File: config.mk
export PLATFORM = sky130hd
export DESIGN_NAME = can_spi_cmd_slave
export DESIGN_NICKNAME = d
export VERILOG_FILES = /design/src/rtl/spi_regcmd_pkg.sv /design/src/rtl/spi_regcmd_shift.sv /design/src/rtl/spi_regcmd_seq.sv /design/src/rtl/spi_regcmd_bank.sv /design/src/rtl/can_spi_cmd_slave.sv
export SDC_FILE = /design/constraint.sdc
export NUM_CORES = 2
export LEC_CHECK = 0
export ABC_AREA = 0
export BUFFER_PORTS_ARGS = -buffer_cell sky130_fd_sc_hd__buf_4
export CAP_MARGIN = 10
export CORE_AREA = 4 4 505 507
export DETAILED_ROUTE_END_ITERATION = 10
export DIE_AREA = 0 0 509 511
export PLACE_DENSITY = 0.43
export SYNTH_ARGS = -nofsm -noshare
export SYNTH_HDL_FRONTEND = slang
export SYNTH_HIERARCHICAL = 1
export SYNTH_SLANG_ARGS = --single-unit
export TNS_END_PERCENT = 10
File: constraint.sdc
create_clock -name clk -period 7.4 [get_ports clk]
set_input_delay 0.37 -clock clk [delete_from_list [all_inputs] [get_ports clk]]
set_output_delay 0.37 -clock clk [all_outputs]
set_load 0.02 [all_outputs]
File: src/rtl/spi_regcmd_pkg.sv
package spi_regcmd_pkg;

  localparam logic [7:0] OP_READ   = 8'h03;
  localparam logic [7:0] OP_WRITE  = 8'h02;
  localparam logic [7:0] OP_BITMOD = 8'h05;
  localparam logic [7:0] OP_RESET  = 8'hC0;

  localparam logic [7:0] CTRL_RST = 8'h87;
  localparam logic [7:0] STAT_RST = 8'h80;

  typedef enum logic [2:0] {
    SQ_OPC, SQ_ADDR, SQ_WR, SQ_RD, SQ_MASK, SQ_MDAT, SQ_HALT
  } seq_st_e;

  typedef enum logic [1:0] {
    AC_READ, AC_WRITE, AC_BITMOD
  } acc_kind_e;

  // masked merge: bits set in mask take new data
  function automatic logic [7:0] bit_merge(input logic [7:0] old_v,
                                           input logic [7:0] mask,
                                           input logic [7:0] data);
    return (old_v & ~mask) | (data & mask);
  endfunction

  // first byte after a transmit buffer's control byte
  function automatic logic [7:0] txb_start(input logic [1:0] idx);
    return 8'h31 + {2'b00, idx, 4'h0};
  endfunction

  function automatic logic [7:0] rxb_start(input logic idx);
    return 8'h61 + {3'b000, idx, 4'h0};
  endfunction

  function automatic logic is_txb_op(input logic [7:0] op, input int ntx);
    return (op[7:3] == 5'b01000) && (op[0] == 1'b0) && (int'(op[2:1]) < ntx);
  endfunction

  function automatic logic is_rxb_op(input logic [7:0] op, input int nrx);
    return (op[7:3] == 5'b10010) && (op[1:0] == 2'b00) && (int'(op[2]) < nrx);
  endfunction

endpackage

File: src/rtl/spi_regcmd_shift.sv
module spi_regcmd_shift #(
  parameter int BITS = 8
) (
  input  logic            clk,
  input  logic            rst_n,
  input  logic            sclk,
  input  logic            cs_n,
  input  logic            mosi,
  input  logic [BITS-1:0] tx_byte,
  output logic            miso,
  output logic            rx_valid,
  output logic [BITS-1:0] rx_byte,
  output logic            tx_load,
  output logic            cs_active,
  output logic            cs_rise
);
  localparam int CNT_W = $clog2(BITS);
  localparam logic [CNT_W-1:0] LAST = CNT_W'(BITS - 1);

  logic [1:0] sclk_s, cs_s, mosi_s;
  logic       sclk_d, cs_d;
  logic [CNT_W-1:0] bit_cnt;
  logic [BITS-1:0]  in_sh, out_sh;
  logic             miso_q;
  logic             sclk_rise, sclk_fall;

  always_ff @(posedge clk or negedge rst_n) begin
    if (!rst_n) begin
      sclk_s <= '0; cs_s <= 2'b11; mosi_s <= '0;
      sclk_d <= 1'b0; cs_d <= 1'b1;
    end else begin
      sclk_s <= {sclk_s[0], sclk};
      cs_s   <= {cs_s[0], cs_n};
      mosi_s <= {mosi_s[0], mosi};
      sclk_d <= sclk_s[1];
      cs_d   <= cs_s[1];
    end
  end

  assign cs_active = ~cs_s[1];
  assign cs_rise   = cs_s[1] & ~cs_d;
  assign sclk_rise = cs_active & sclk_s[1] & ~sclk_d;
  assign sclk_fall = cs_active & ~sclk_s[1] & sclk_d;

  always_ff @(posedge clk or negedge rst_n) begin
    if (!rst_n) begin
      bit_cnt <= '0; in_sh <= '0; out_sh <= '0; miso_q <= 1'b0;
      rx_valid <= 1'b0; rx_byte <= '0; tx_load <= 1'b0;
    end else if (!cs_active) begin
      bit_cnt <= '0; rx_valid <= 1'b0; tx_load <= 1'b0; miso_q <= 1'b0;
    end else begin
      rx_valid <= 1'b0;
      tx_load  <= 1'b0;
      if (sclk_rise) begin
        in_sh   <= {in_sh[BITS-2:0], mosi_s[1]};
        bit_cnt <= bit_cnt + 1'b1;
        if (bit_cnt == LAST) begin
          rx_valid <= 1'b1;
          rx_byte  <= {in_sh[BITS-2:0], mosi_s[1]};
        end
      end
      if (sclk_fall) begin
        if (bit_cnt == '0) begin
          miso_q  <= tx_byte[BITS-1];
          out_sh  <= {tx_byte[BITS-2:0], 1'b0};
          tx_load <= 1'b1;
        end else begin
          miso_q <= out_sh[BITS-1];
          out_sh <= {out_sh[BITS-2:0], 1'b0};
        end
      end
    end
  end

  assign miso = miso_q;


  rx_spaced_chk: assert property (@(posedge clk) disable iff (!rst_n)
    rx_valid |=> !rx_valid);


  rx_in_frame_chk: assert property (@(posedge clk) disable iff (!rst_n)
    rx_valid |-> $past(cs_active));

endmodule

File: src/rtl/spi_regcmd_seq.sv
module spi_regcmd_seq
  import spi_regcmd_pkg::*;
#(
  parameter int ADDR_W  = 7,
  parameter int NUM_TXB = 3,
  parameter int NUM_RXB = 2
) (
  input  logic              clk,
  input  logic              rst_n,
  input  logic              cs_active,
  input  logic              cs_rise,
  input  logic              rx_valid,
  input  logic [7:0]        rx_byte,
  input  logic              tx_load,
  input  logic [7:0]        rdata,
  output logic [7:0]        tx_byte,
  output logic [ADDR_W-1:0] raddr,
  output logic              we,
  output logic [ADDR_W-1:0] waddr,
  output logic [7:0]        wdata,
  output logic [7:0]        wmask,
  output logic              srst,
  output logic [7:0]        clr_mask
);
  seq_st_e          st;
  acc_kind_e        kind;
  logic [ADDR_W-1:0] ptr;
  logic [7:0]       mask_q;
  logic             rx_pend, rx_idx;
  logic [7:0]       tx_base, rx_base;

  always_comb begin
    tx_base = txb_start(rx_byte[2:1]);
    rx_base = rxb_start(rx_byte[2]);
  end

  always_ff @(posedge clk or negedge rst_n) begin
    if (!rst_n) begin
      st <= SQ_OPC; kind <= AC_READ; ptr <= '0; mask_q <= '0;
      rx_pend <= 1'b0; rx_idx <= 1'b0;
      we <= 1'b0; waddr <= '0; wdata <= '0; wmask <= '0;
      srst <= 1'b0; clr_mask <= '0;
    end else begin
      we <= 1'b0; srst <= 1'b0; clr_mask <= '0;
      if (!cs_active) begin
        st <= SQ_OPC;
        if (cs_rise && rx_pend) clr_mask <= 8'(1) << rx_idx;
        rx_pend <= 1'b0;
      end else if (rx_valid) begin
        unique case (st)
          SQ_OPC: begin
            st <= SQ_HALT;
            if (rx_byte == OP_READ) begin
              kind <= AC_READ; st <= SQ_ADDR;
            end else if (rx_byte == OP_WRITE) begin
              kind <= AC_WRITE; st <= SQ_ADDR;
            end else if (rx_byte == OP_BITMOD) begin
              kind <= AC_BITMOD; st <= SQ_ADDR;
            end else if (rx_byte == OP_RESET) begin
              srst <= 1'b1;
            end else if (is_txb_op(rx_byte, NUM_TXB)) begin
              ptr <= tx_base[ADDR_W-1:0]; st <= SQ_WR;
            end else if (is_rxb_op(rx_byte, NUM_RXB)) begin
              ptr <= rx_base[ADDR_W-1:0]; st <= SQ_RD;
              rx_pend <= 1'b1; rx_idx <= rx_byte[2];
            end
          end
          SQ_ADDR: begin
            ptr <= rx_byte[ADDR_W-1:0];
            unique case (kind)
              AC_READ:  st <= SQ_RD;
              AC_WRITE: st <= SQ_WR;
              default:  st <= SQ_MASK;
            endcase
          end
          SQ_WR: begin
            we <= 1'b1; waddr <= ptr; wdata <= rx_byte; wmask <= 8'hFF;
            ptr <= ptr + 1'b1;
          end
          SQ_MASK: begin
            mask_q <= rx_byte; st <= SQ_MDAT;
          end
          SQ_MDAT: begin
            we <= 1'b1; waddr <= ptr; wdata <= rx_byte; wmask <= mask_q;
            st <= SQ_HALT;
          end
          default: ;
        endcase
      end else if (tx_load && st == SQ_RD) begin
        ptr <= ptr + 1'b1;
      end
    end
  end

  assign raddr   = ptr;
  assign tx_byte = (st == SQ_RD) ? rdata : 8'h00;


  one_event_chk: assert property (@(posedge clk) disable iff (!rst_n)
    $onehot0({we, srst, |clr_mask}));

endmodule

File: src/rtl/spi_regcmd_bank.sv
module spi_regcmd_bank
  import spi_regcmd_pkg::*;
#(
  parameter int ADDR_W    = 7,
  parameter int STAT_ADDR = 14,
  parameter int CTRL_ADDR = 15,
  parameter int IEN_ADDR  = 43,
  parameter int IFLG_ADDR = 44
) (
  input  logic              clk,
  input  logic              rst_n,
  input  logic              srst,
  input  logic              we,
  input  logic [ADDR_W-1:0] waddr,
  input  logic [7:0]        wdata,
  input  logic [7:0]        wmask,
  input  logic [7:0]        clr_mask,
  input  logic [ADDR_W-1:0] raddr,
  output logic [7:0]        rdata,
  output logic              irq_n
);
  localparam int DEPTH = 1 << ADDR_W;
  localparam logic [ADDR_W-1:0] STAT_A = STAT_ADDR[ADDR_W-1:0];
  localparam logic [ADDR_W-1:0] CTRL_A = CTRL_ADDR[ADDR_W-1:0];
  localparam logic [ADDR_W-1:0] IEN_A  = IEN_ADDR[ADDR_W-1:0];
  localparam logic [ADDR_W-1:0] IFLG_A = IFLG_ADDR[ADDR_W-1:0];

  logic [7:0] mem [DEPTH];
  logic [7:0] ctrl_q, stat_q, ien_q, iflg_q;

  always_ff @(posedge clk or negedge rst_n) begin
    if (!rst_n) begin
      for (int i = 0; i < DEPTH; i++) mem[i[ADDR_W-1:0]] <= '0;
      mem[CTRL_A] <= CTRL_RST;
      mem[STAT_A] <= STAT_RST;
    end else if (srst) begin
      for (int i = 0; i < DEPTH; i++) mem[i[ADDR_W-1:0]] <= '0;
      mem[CTRL_A] <= CTRL_RST;
      mem[STAT_A] <= STAT_RST;
    end else begin
      if (we && waddr != STAT_A) mem[waddr] <= bit_merge(mem[waddr], wmask, wdata);
      mem[STAT_A] <= {mem[CTRL_A][7:5], 5'b00000};
      if (|clr_mask) mem[IFLG_A] <= mem[IFLG_A] & ~clr_mask;
    end
  end

  assign ctrl_q = mem[CTRL_A];
  assign stat_q = mem[STAT_A];
  assign ien_q  = mem[IEN_A];
  assign iflg_q = mem[IFLG_A];
  assign rdata  = mem[raddr];
  assign irq_n  = ~|(ien_q & iflg_q);


  soft_reset_chk: assert property (@(posedge clk) disable iff (!rst_n)
    srst |=> (ctrl_q == CTRL_RST) && (stat_q == STAT_RST));


  masked_write_chk: assert property (@(posedge clk) disable iff (!rst_n)
    (we && !srst && waddr != STAT_A && clr_mask == 8'h00)
      |=> ((mem[$past(waddr)] & $past(wmask)) == ($past(wdata) & $past(wmask))));


  flag_clear_chk: assert property (@(posedge clk) disable iff (!rst_n)
    (|clr_mask && !srst) |=> ((iflg_q & $past(clr_mask)) == 8'h00));


  stat_low_chk: assert property (@(posedge clk) disable iff (!rst_n)
    (we && waddr == STAT_A && !srst) |=> (stat_q[4:0] == 5'b00000));

endmodule

File: src/rtl/can_spi_cmd_slave.sv
module can_spi_cmd_slave #(
  parameter int ADDR_W  = 7,
  parameter int NUM_TXB = 3,
  parameter int NUM_RXB = 2
) (
  input  logic clk,
  input  logic rst_n,
  input  logic spi_sclk,
  input  logic spi_cs_n,
  input  logic spi_mosi,
  output logic spi_miso,
  output logic irq_n
);
  logic              cs_active, cs_rise, rx_valid, tx_load;
  logic [7:0]        rx_byte, tx_byte, rdata, wdata, wmask, clr_mask;
  logic [ADDR_W-1:0] raddr, waddr;
  logic              we, srst;

  spi_regcmd_shift #(.BITS(8)) shift_i (
    .clk(clk), .rst_n(rst_n), .sclk(spi_sclk), .cs_n(spi_cs_n), .mosi(spi_mosi),
    .tx_byte(tx_byte), .miso(spi_miso), .rx_valid(rx_valid), .rx_byte(rx_byte),
    .tx_load(tx_load), .cs_active(cs_active), .cs_rise(cs_rise)
  );

  spi_regcmd_seq #(.ADDR_W(ADDR_W), .NUM_TXB(NUM_TXB), .NUM_RXB(NUM_RXB)) seq_i (
    .clk(clk), .rst_n(rst_n), .cs_active(cs_active), .cs_rise(cs_rise),
    .rx_valid(rx_valid), .rx_byte(rx_byte), .tx_load(tx_load), .rdata(rdata),
    .tx_byte(tx_byte), .raddr(raddr), .we(we), .waddr(waddr), .wdata(wdata),
    .wmask(wmask), .srst(srst), .clr_mask(clr_mask)
  );

  spi_regcmd_bank #(.ADDR_W(ADDR_W)) bank_i (
    .clk(clk), .rst_n(rst_n), .srst(srst), .we(we), .waddr(waddr),
    .wdata(wdata), .wmask(wmask), .clr_mask(clr_mask), .raddr(raddr),
    .rdata(rdata), .irq_n(irq_n)
  );

endmodule

### After elaboration in Yosys (flattened, before gate mapping)

Index checks and enable logic that the tools add are counted.

* register bits after elaboration: 1116
* bits of input ports: 5
* word-level logic and storage cells: 316

* $add $sub $neg: 4
* $lt $le $gt $ge: 4
* equality and inequality tests: 25
* shift operators: 1
* muxes and demuxes: 69
* bitwise logic cells: 24
* reduce and logical (&&, ||, !) cells: 37

Operator list (count)
* 2-to-1 mux 1024 bit: 2
* bitwise mux 1024 bit: 1
* binary-select mux 8 bit (select 7 bit): 2
* 2-to-1 mux 8 bit: 10
* demux 8 bit (select 7 bit): 1
* 2-to-1 mux 7 bit: 8
* bitwise AND 8 bit: 4
* 2-to-1 mux 3 bit: 10
* 2-to-1 mux 1 bit: 28
* one-hot mux 7 bit (3 select lines): 1
* == test 8 x 2 -> 1 bit, second input constant: 2
* >= comparator 8 bit, second input constant: 2
* NOT 7 -> 8 bit: 2
* NOT 8 bit: 2
* one-hot mux 8 bit (2 select lines): 1
* AND reduction 8 bit: 2
* nonzero test 2 bit: 8
* OR reduction 8 bit: 2
* != test 3 bit, second input constant: 4
* one-hot mux 3 bit (4 select lines): 1
* AND reduction 3 bit: 4
* != test 2 bit, second input constant: 5
* NOT 1 bit: 10
* == test 3 bit, second input constant: 3
* other kinds (31): 49

### Logic depth before layout (Yosys ltp)

* depth after elaboration: 11
* mapped depth: 15

### Modules after synthesis

The synthesis kept the hierarchy.

Modules (own cells, without submodules)
* spi_regcmd_bank: instances 1, cells each 5438, area an instance 58552.4 µm², seq. area each 25505.7 µm²
* spi_regcmd_seq: instances 1, cells each 208, area an instance 2449.8 µm², seq. area each 1226.2 µm²
* spi_regcmd_shift: instances 1, cells each 98, area an instance 1432.6 µm², seq. area each 904.6 µm²

### Least setup slack after synthesis

OpenSTA, ideal clock, no wires.

* kind: flip-flop to flip-flop
* from: reg seq_i.ptr[0], in the netlist seq_i/raddr[0]
* to: reg shift_i.out_sh[2]
* library setup time: 0.125 ns
* arrival time: 3.196 ns
* data required time: 7.275 ns
* setup slack: 4.079 ns
* cell stages (with the launch flop): 12
* buffers on the path: 4
* path through: dfrtp_1 > clkbuf_1 > clkbuf_1 > buf_2 > buf_2 > mux4_2 > mux4_2 > a2111oi_0 > a211oi_1 > and2_1 > mux2i_1 > a21oi_1

* cells in the longest elaborated chain, start to end: 6

Ends and longest elaborated chain
* start, declared: line spi_regcmd_seq.sv:27 `logic [ADDR_W-1:0] ptr;`
* start signal, assigned: line spi_regcmd_seq.sv:69 `ptr <= rx_byte[ADDR_W-1:0];`
* start signal, assigned: line spi_regcmd_seq.sv:78 `ptr <= ptr + 1'b1;`
* start signal, assigned: line spi_regcmd_seq.sv:90 `ptr <= ptr + 1'b1;`
* NOT 7 -> 8 bit (implied by the code): line spi_regcmd_bank.sv:51 `assign rdata = mem[raddr];`
* binary-select mux 8 bit (select 7 bit): line spi_regcmd_bank.sv:51
* 2-to-1 mux 8 bit (implied by the code) (2 in a row): line spi_regcmd_bank.sv:51
* named net rdata[1]: line can_spi_cmd_slave.sv:15 `logic [7:0] rx_byte, tx_byte, rdata, wdata, wmask, clr_mask;`
* 2-to-1 mux 8 bit: line spi_regcmd_seq.sv:96 `assign tx_byte = (st == SQ_RD) ? rdata : 8'h00;`
* named net tx_byte[1]: line can_spi_cmd_slave.sv:15
* 2-to-1 mux 8 bit: line spi_regcmd_shift.sv:63 `if (bit_cnt == '0) begin`
* end signal, assigned: line spi_regcmd_shift.sv:65 `out_sh <= {tx_byte[BITS-2:0], 1'b0};`
* end signal, assigned: line spi_regcmd_shift.sv:69 `out_sh <= {out_sh[BITS-2:0], 1'b0};`
* end, declared: line spi_regcmd_shift.sv:23 `logic [BITS-1:0] in_sh, out_sh;`

The timed path passes the listed nets, and every way through them passes these cells. The select of a mux whose other input is x is not followed.
A chain may end at the register's enable or synchronous reset.

### Worst setup path after layout

* from: reg seq_i.waddr[1]
* to: reg bank_i/mem[798] in the netlist's numbering

* cells in the longest elaborated chain, start to end: 9
* elaborated cells on any way between the ends: 17
* those cells by class: order compare: 2; eq/ne: 1; mux: 8; bitwise: 3; reduce/logical: 3

Ends and longest elaborated chain
* start, declared: line spi_regcmd_seq.sv:19 `output logic [ADDR_W-1:0] waddr,`
* start signal, assigned: line spi_regcmd_seq.sv:41 `we <= 1'b0; waddr <= '0; wdata <= '0; wmask <= '0;`
* start signal, assigned: line spi_regcmd_seq.sv:77 `we <= 1'b1; waddr <= ptr; wdata <= rx_byte; wmask <= 8'hFF;`
* start signal, assigned: line spi_regcmd_seq.sv:84 `we <= 1'b1; waddr <= ptr; wdata <= rx_byte; wmask <= mask_q;`
* NOT 7 -> 8 bit (implied by the code): line spi_regcmd_bank.sv:41 `if (we && waddr != STAT_A) mem[waddr] <= bit_merge(mem[waddr], wmask, wdata);`
* binary-select mux 8 bit (select 7 bit): line spi_regcmd_bank.sv:41
* 2-to-1 mux 8 bit (implied by the code) (2 in a row): line spi_regcmd_bank.sv:41
* bitwise AND 8 bit: line spi_regcmd_pkg.sv:23 `return (old_v & ~mask) | (data & mask);`
* OR 8 bit: line spi_regcmd_pkg.sv:23
* bitwise mux 1024 bit: line spi_regcmd_bank.sv:41
* 2-to-1 mux 1024 bit: line spi_regcmd_bank.sv:41
* 2-to-1 mux 1024 bit: line spi_regcmd_bank.sv:36 `end else if (srst) begin`
* end signal, assigned by index: line spi_regcmd_bank.sv:41
* end signal, assigned by index: line spi_regcmd_bank.sv:42 `mem[STAT_A] <= {mem[CTRL_A][7:5], 5'b00000};`
* end signal, assigned by index: line spi_regcmd_bank.sv:43 `if (|clr_mask) mem[IFLG_A] <= mem[IFLG_A] & ~clr_mask;`
* end, declared: line spi_regcmd_bank.sv:28 `logic [7:0] mem [DEPTH];`

Several ways; a longest one is shown, not always the timed one. The select of a mux whose other input is x is not followed.

==> impl_metrics.csv <==
group,metric,value,unit
routing,dr.pass1.iters,6,
timing,setup_violations,0,
finish,final_cell_area,70500,um2
global_route,grt_pass1_wl,391000,um
setup_path,crit_chain,"nor2b_4, buf_12, a221oi_1, o211ai_1, a41oi_1, a2111oi_2, a32oi_4, buf_12, buf_4, a211oi_2",
global_route,grt_util_all_layers,20.4,%
global_route,grt_pass1_vias,50000,
setup_path,cp.required,8.11,ns
timing,finalCritPeriodShare,72.0,%
place,place.gp.congestion,0.871,
routing,route.detailed.drc,0,
finish,syn2layout_area_growth,12.9,%
setup_path,start_kind,"flip-flop",
synth,yosys-mux-area-fraction,17.9,%
timing,slew_headroom,16.4,%
routing,ant_nets,0,
synth,synth.distinct_cells,106,
timing,skew,0.0350,ns
clock_tree,cts_tree,"built",
timing,setup_tns,0,ns
setup_path,r2r_slack,2.07,ns
timing,fmax,188,MHz
setup_path,r2r_start,"seq_i/waddr[1]$_DFFE_PN0P_",
finish,drive_gt1_share,21.8,%
floorplanning,rows,184,
synth,synth-adder-area-share,0.120,%
setup_path,r2r_end,"bank_i/mem[798]$_DFFE_PN0P_",
clock_tree,cts_buffers,139,
finish,instances_no_fill,8934,
synth,synth-compound-area-share,21.2,%
setup_path,reg2regPathDepth,10,
synth,yosysSeqAreaShare,44.3,%
routing,post_drt_wl_per_cell,30.3,um
place,dpl.hpwl,171000,um
timing,hold_viol,0,
setup_path,critPathArrivalTime,6.04,ns
floorplanning,die_h,511,um
run,drv_cap,0,
timing,rsz0062_at_grt,"false",
clock_tree,worstSkewPairLatency,0.83,ns
finish,layout.nets,5480,
timing,worst_pin_slew,1.25,ns
global_route,antenna_found_initial,21,
routing,drtIter0Drc,5248,
routing,viasPerCell,5.70,
place,dp_cells,8669,
setup_path,critPathMaxStageDelay,0.96,ns
global_route,grt_max_degree,183,
synth,yosys_most_used_dff,"dfrtp_1",
place,postPlaceCellArea,65700,um2
floorplanning,die_w,509,um
synth,yosys.area_share.simple,11.1,%
floorplanning,dieArea,260000,um2
synth,ys_ff_latch,1104,
place,port_buffers,6,
synth,async_flop_share,100,%
synth,synth_top_family_by_area,"compound AO/OA/AOI/OAI gates",
clock_tree,clock_path_buffers,3,
floorplanning,initial_core_util,24.9,%
floorplanning,coreArea,250000,um2
synth,netlist_area,62400,um2
floorplanning,io_pins,7,
setup_path,crit_buf_inv,3,
clock_tree,root_buffer,"clkbuf_16",
routing,vias,50900,
routing,drt-total-wl,271000,um
clock_tree,ctsHtreeMaxLevel,4,
power,power.density,190,nW/um2
synth,postSynthCellCount,5744,
setup_path,cp_common_cell,"buf_12",
setup_path,path_delay_family,"compound AO/OA/AOI/OAI gates",
synth,yosys_warnings,6,
worst_hold_path,hp-class,"in2async",
clock_tree,cts.sinks,1104,
global_route,overflow,0,
power,power_leakage,0.0255,uW
synth,avgSynthCellArea,10.9,um2
setup_path,critical_path_peak_fanout,59,
finish,fill_cells,26100,
setup_path,cp-end-kind,"flip-flop",
setup_path,slowest_stage,"dfrtp_4",
timing,fin_crit,5.33,ns
setup_path,crit_type,"reg2reg",
power,vdd_drop_max,207,uV
synth,synth-edff-count,0,
status,outcome,"finished, final reports clean",
synth,synth-xor-area-share,0.0421,%
timing,finalMaxSlewViolations,0,
clock_tree,path_clk_slew,0.06,ns
synthesized netlist by cell type (49+ instances only):
cell type  count  area (um2)
a221oi_1     116        1020
a311oi_1      63         552
nand2_1      253         950
o21ai_0      108         541
a211oi_1     651        4890
a22oi_1       95         713
mux2_2       145        1630
nor2_1      1013        3800
dfrtp_1     1096       27400
a21oi_1      229        1150
mux2i_1      105        1050
clkbuf_1     353        1330
a211oi_2     112        1400
buf_6         49         552
a211o_1       66         578
nand3_1      103         515
mux4_2       366        8240
buf_2        183         916
layer usage:
layer  wire [um]  GRT usage, %  vias up
li1            -             -    21400
met1      116000          28.1    26500
met2      122000          30.8     2366
met3       20900          4.22      567
met4       12400          8.61       10
met5          65             0        -
layout make-up:
class                   count  area (um2)  share of cell area, %
diodes                     10        25.0                 0.0355
clock buffers             213        4100                   5.82
clock inverters            35         554                  0.787
inverters                  21        81.3                  0.115
multi-input cells        3968       31800                   45.1
flip-flops and latches   1104       27700                   39.3
well taps                3348        4190                   5.94
repair buffers            235        2080                   2.96
power by group:
part | internal, uW | switching, uW
Clock | 4180 | 2920
Combinational | 34.8 | 147
Sequential | 6060 | 16.4
Total | 10300 | 3080
through the flow:
stage          setup slack (ns)  util, %  power (uW)  hold WS [ns]
2_1_floorplan              4.08        -        6220        0.0744
3_3_place_gp               2.01     26.2        6380         0.336
3_5_place_dp               2.23     26.2        6380         0.340
4_1_cts                    2.24     28.1       13500         0.161
5_1_grt                    2.09     28.1       13700         0.189
6_report                   2.07     28.1       13400         0.183
kinds of logic (layout without fill, tap and decap cells):
kind of cell             Yosys count  count (layout)
flip-flops                      1104            1104
AO/OA/AOI/OAI                   1729            1729
XOR/XNOR                           3               3
buffers and inverters            677             504
adder cells (fa/ha/maj)            6               6
multiplexers                     631             631
AND/OR/NAND/NOR                 1593            1593
other                              1              16
cells in the final DEF (no fill, tap or decap), types with 18 or more instances in the layout:
cell type | Yosys | layout
a211o_1 | 66 | 66
a211oi_1 | 651 | 651
a211oi_2 | 112 | 112
a21oi_1 | 229 | 229
a221o_1 | 19 | 19
a221oi_1 | 116 | 116
a22oi_1 | 95 | 94
a311oi_1 | 63 | 63
and2_1 | 21 | 19
buf_12 | 2 | 24
buf_4 | 41 | 204
clkbuf_1 | 353 | 43
clkbuf_16 | 0 | 142
clkbuf_8 | 0 | 28
dfrtp_1 | 1096 | 1086
mux2_2 | 145 | 145
mux2i_1 | 105 | 105
mux4_2 | 366 | 366
nand2_1 | 253 | 250
nand2b_1 | 36 | 36
nand3_1 | 103 | 103
nand3b_1 | 37 | 37
nor2_1 | 1013 | 984
nor2_2 | 4 | 32
nor2b_1 | 23 | 18
o211ai_1 | 31 | 31
o21ai_0 | 108 | 108
o221ai_1 | 22 | 22
o22ai_1 | 38 | 38
o31ai_1 | 35 | 35
state kept, by name, indices dropped and copies added (netlist names), 3 cells and up:
register	cells
bank_i/iflg_q	8
seq_i/waddr	7
bank_i/ien_q	8
seq_i/wmask	8
bank_i/ctrl_q	8
bank_i/stat_q	3
shift_i/bit_cnt	3
seq_i/st	3
shift_i/in_sh	7
seq_i/mask_q	8
bank_i/mem	992
seq_i/wdata	8
shift_i/rx_byte	8
shift_i/out_sh	7
seq_i/raddr	7
repair_timing:
item                                   in CTS  in global routing
gates resized for setup                     0                  0
setup buffers                               0                  0
endpoints found under the hold margin      80                  0
hold buffers                                4                  0
worst max path at each step:
| stage | startpoint | end | slack [ns] | depth (start not counted) |
|---|---|---|---|---|
| final | seq_i/waddr[1]$_DFFE_PN0P_ | bank_i/mem[798]$_DFFE_PN0P_ | 2.07 | 10 |
| after global routing | seq_i/waddr[1]$_DFFE_PN0P_ | bank_i/mem[630]$_DFFE_PN0P_ | 2.09 | 10 |
| after CTS | seq_i/waddr[1]$_DFFE_PN0P_ | bank_i/mem[798]$_DFFE_PN0P_ | 2.24 | 10 |
| after detailed placement | seq_i/waddr[1]$_DFFE_PN0P_ | bank_i/mem[630]$_DFFE_PN0P_ | 2.23 | 10 |
| after global placement | seq_i/waddr[2]$_DFFE_PN0P_ | bank_i/mem[698]$_DFFE_PN0P_ | 2.01 | 11 |
| after floorplan | seq_i/raddr[0]$_DFFE_PN0P_ | shift_i/out_sh[2]$_DFFE_PN0P_ | 4.08 | 11 |
Note: power is estimated with default switching activity, not from simulation.
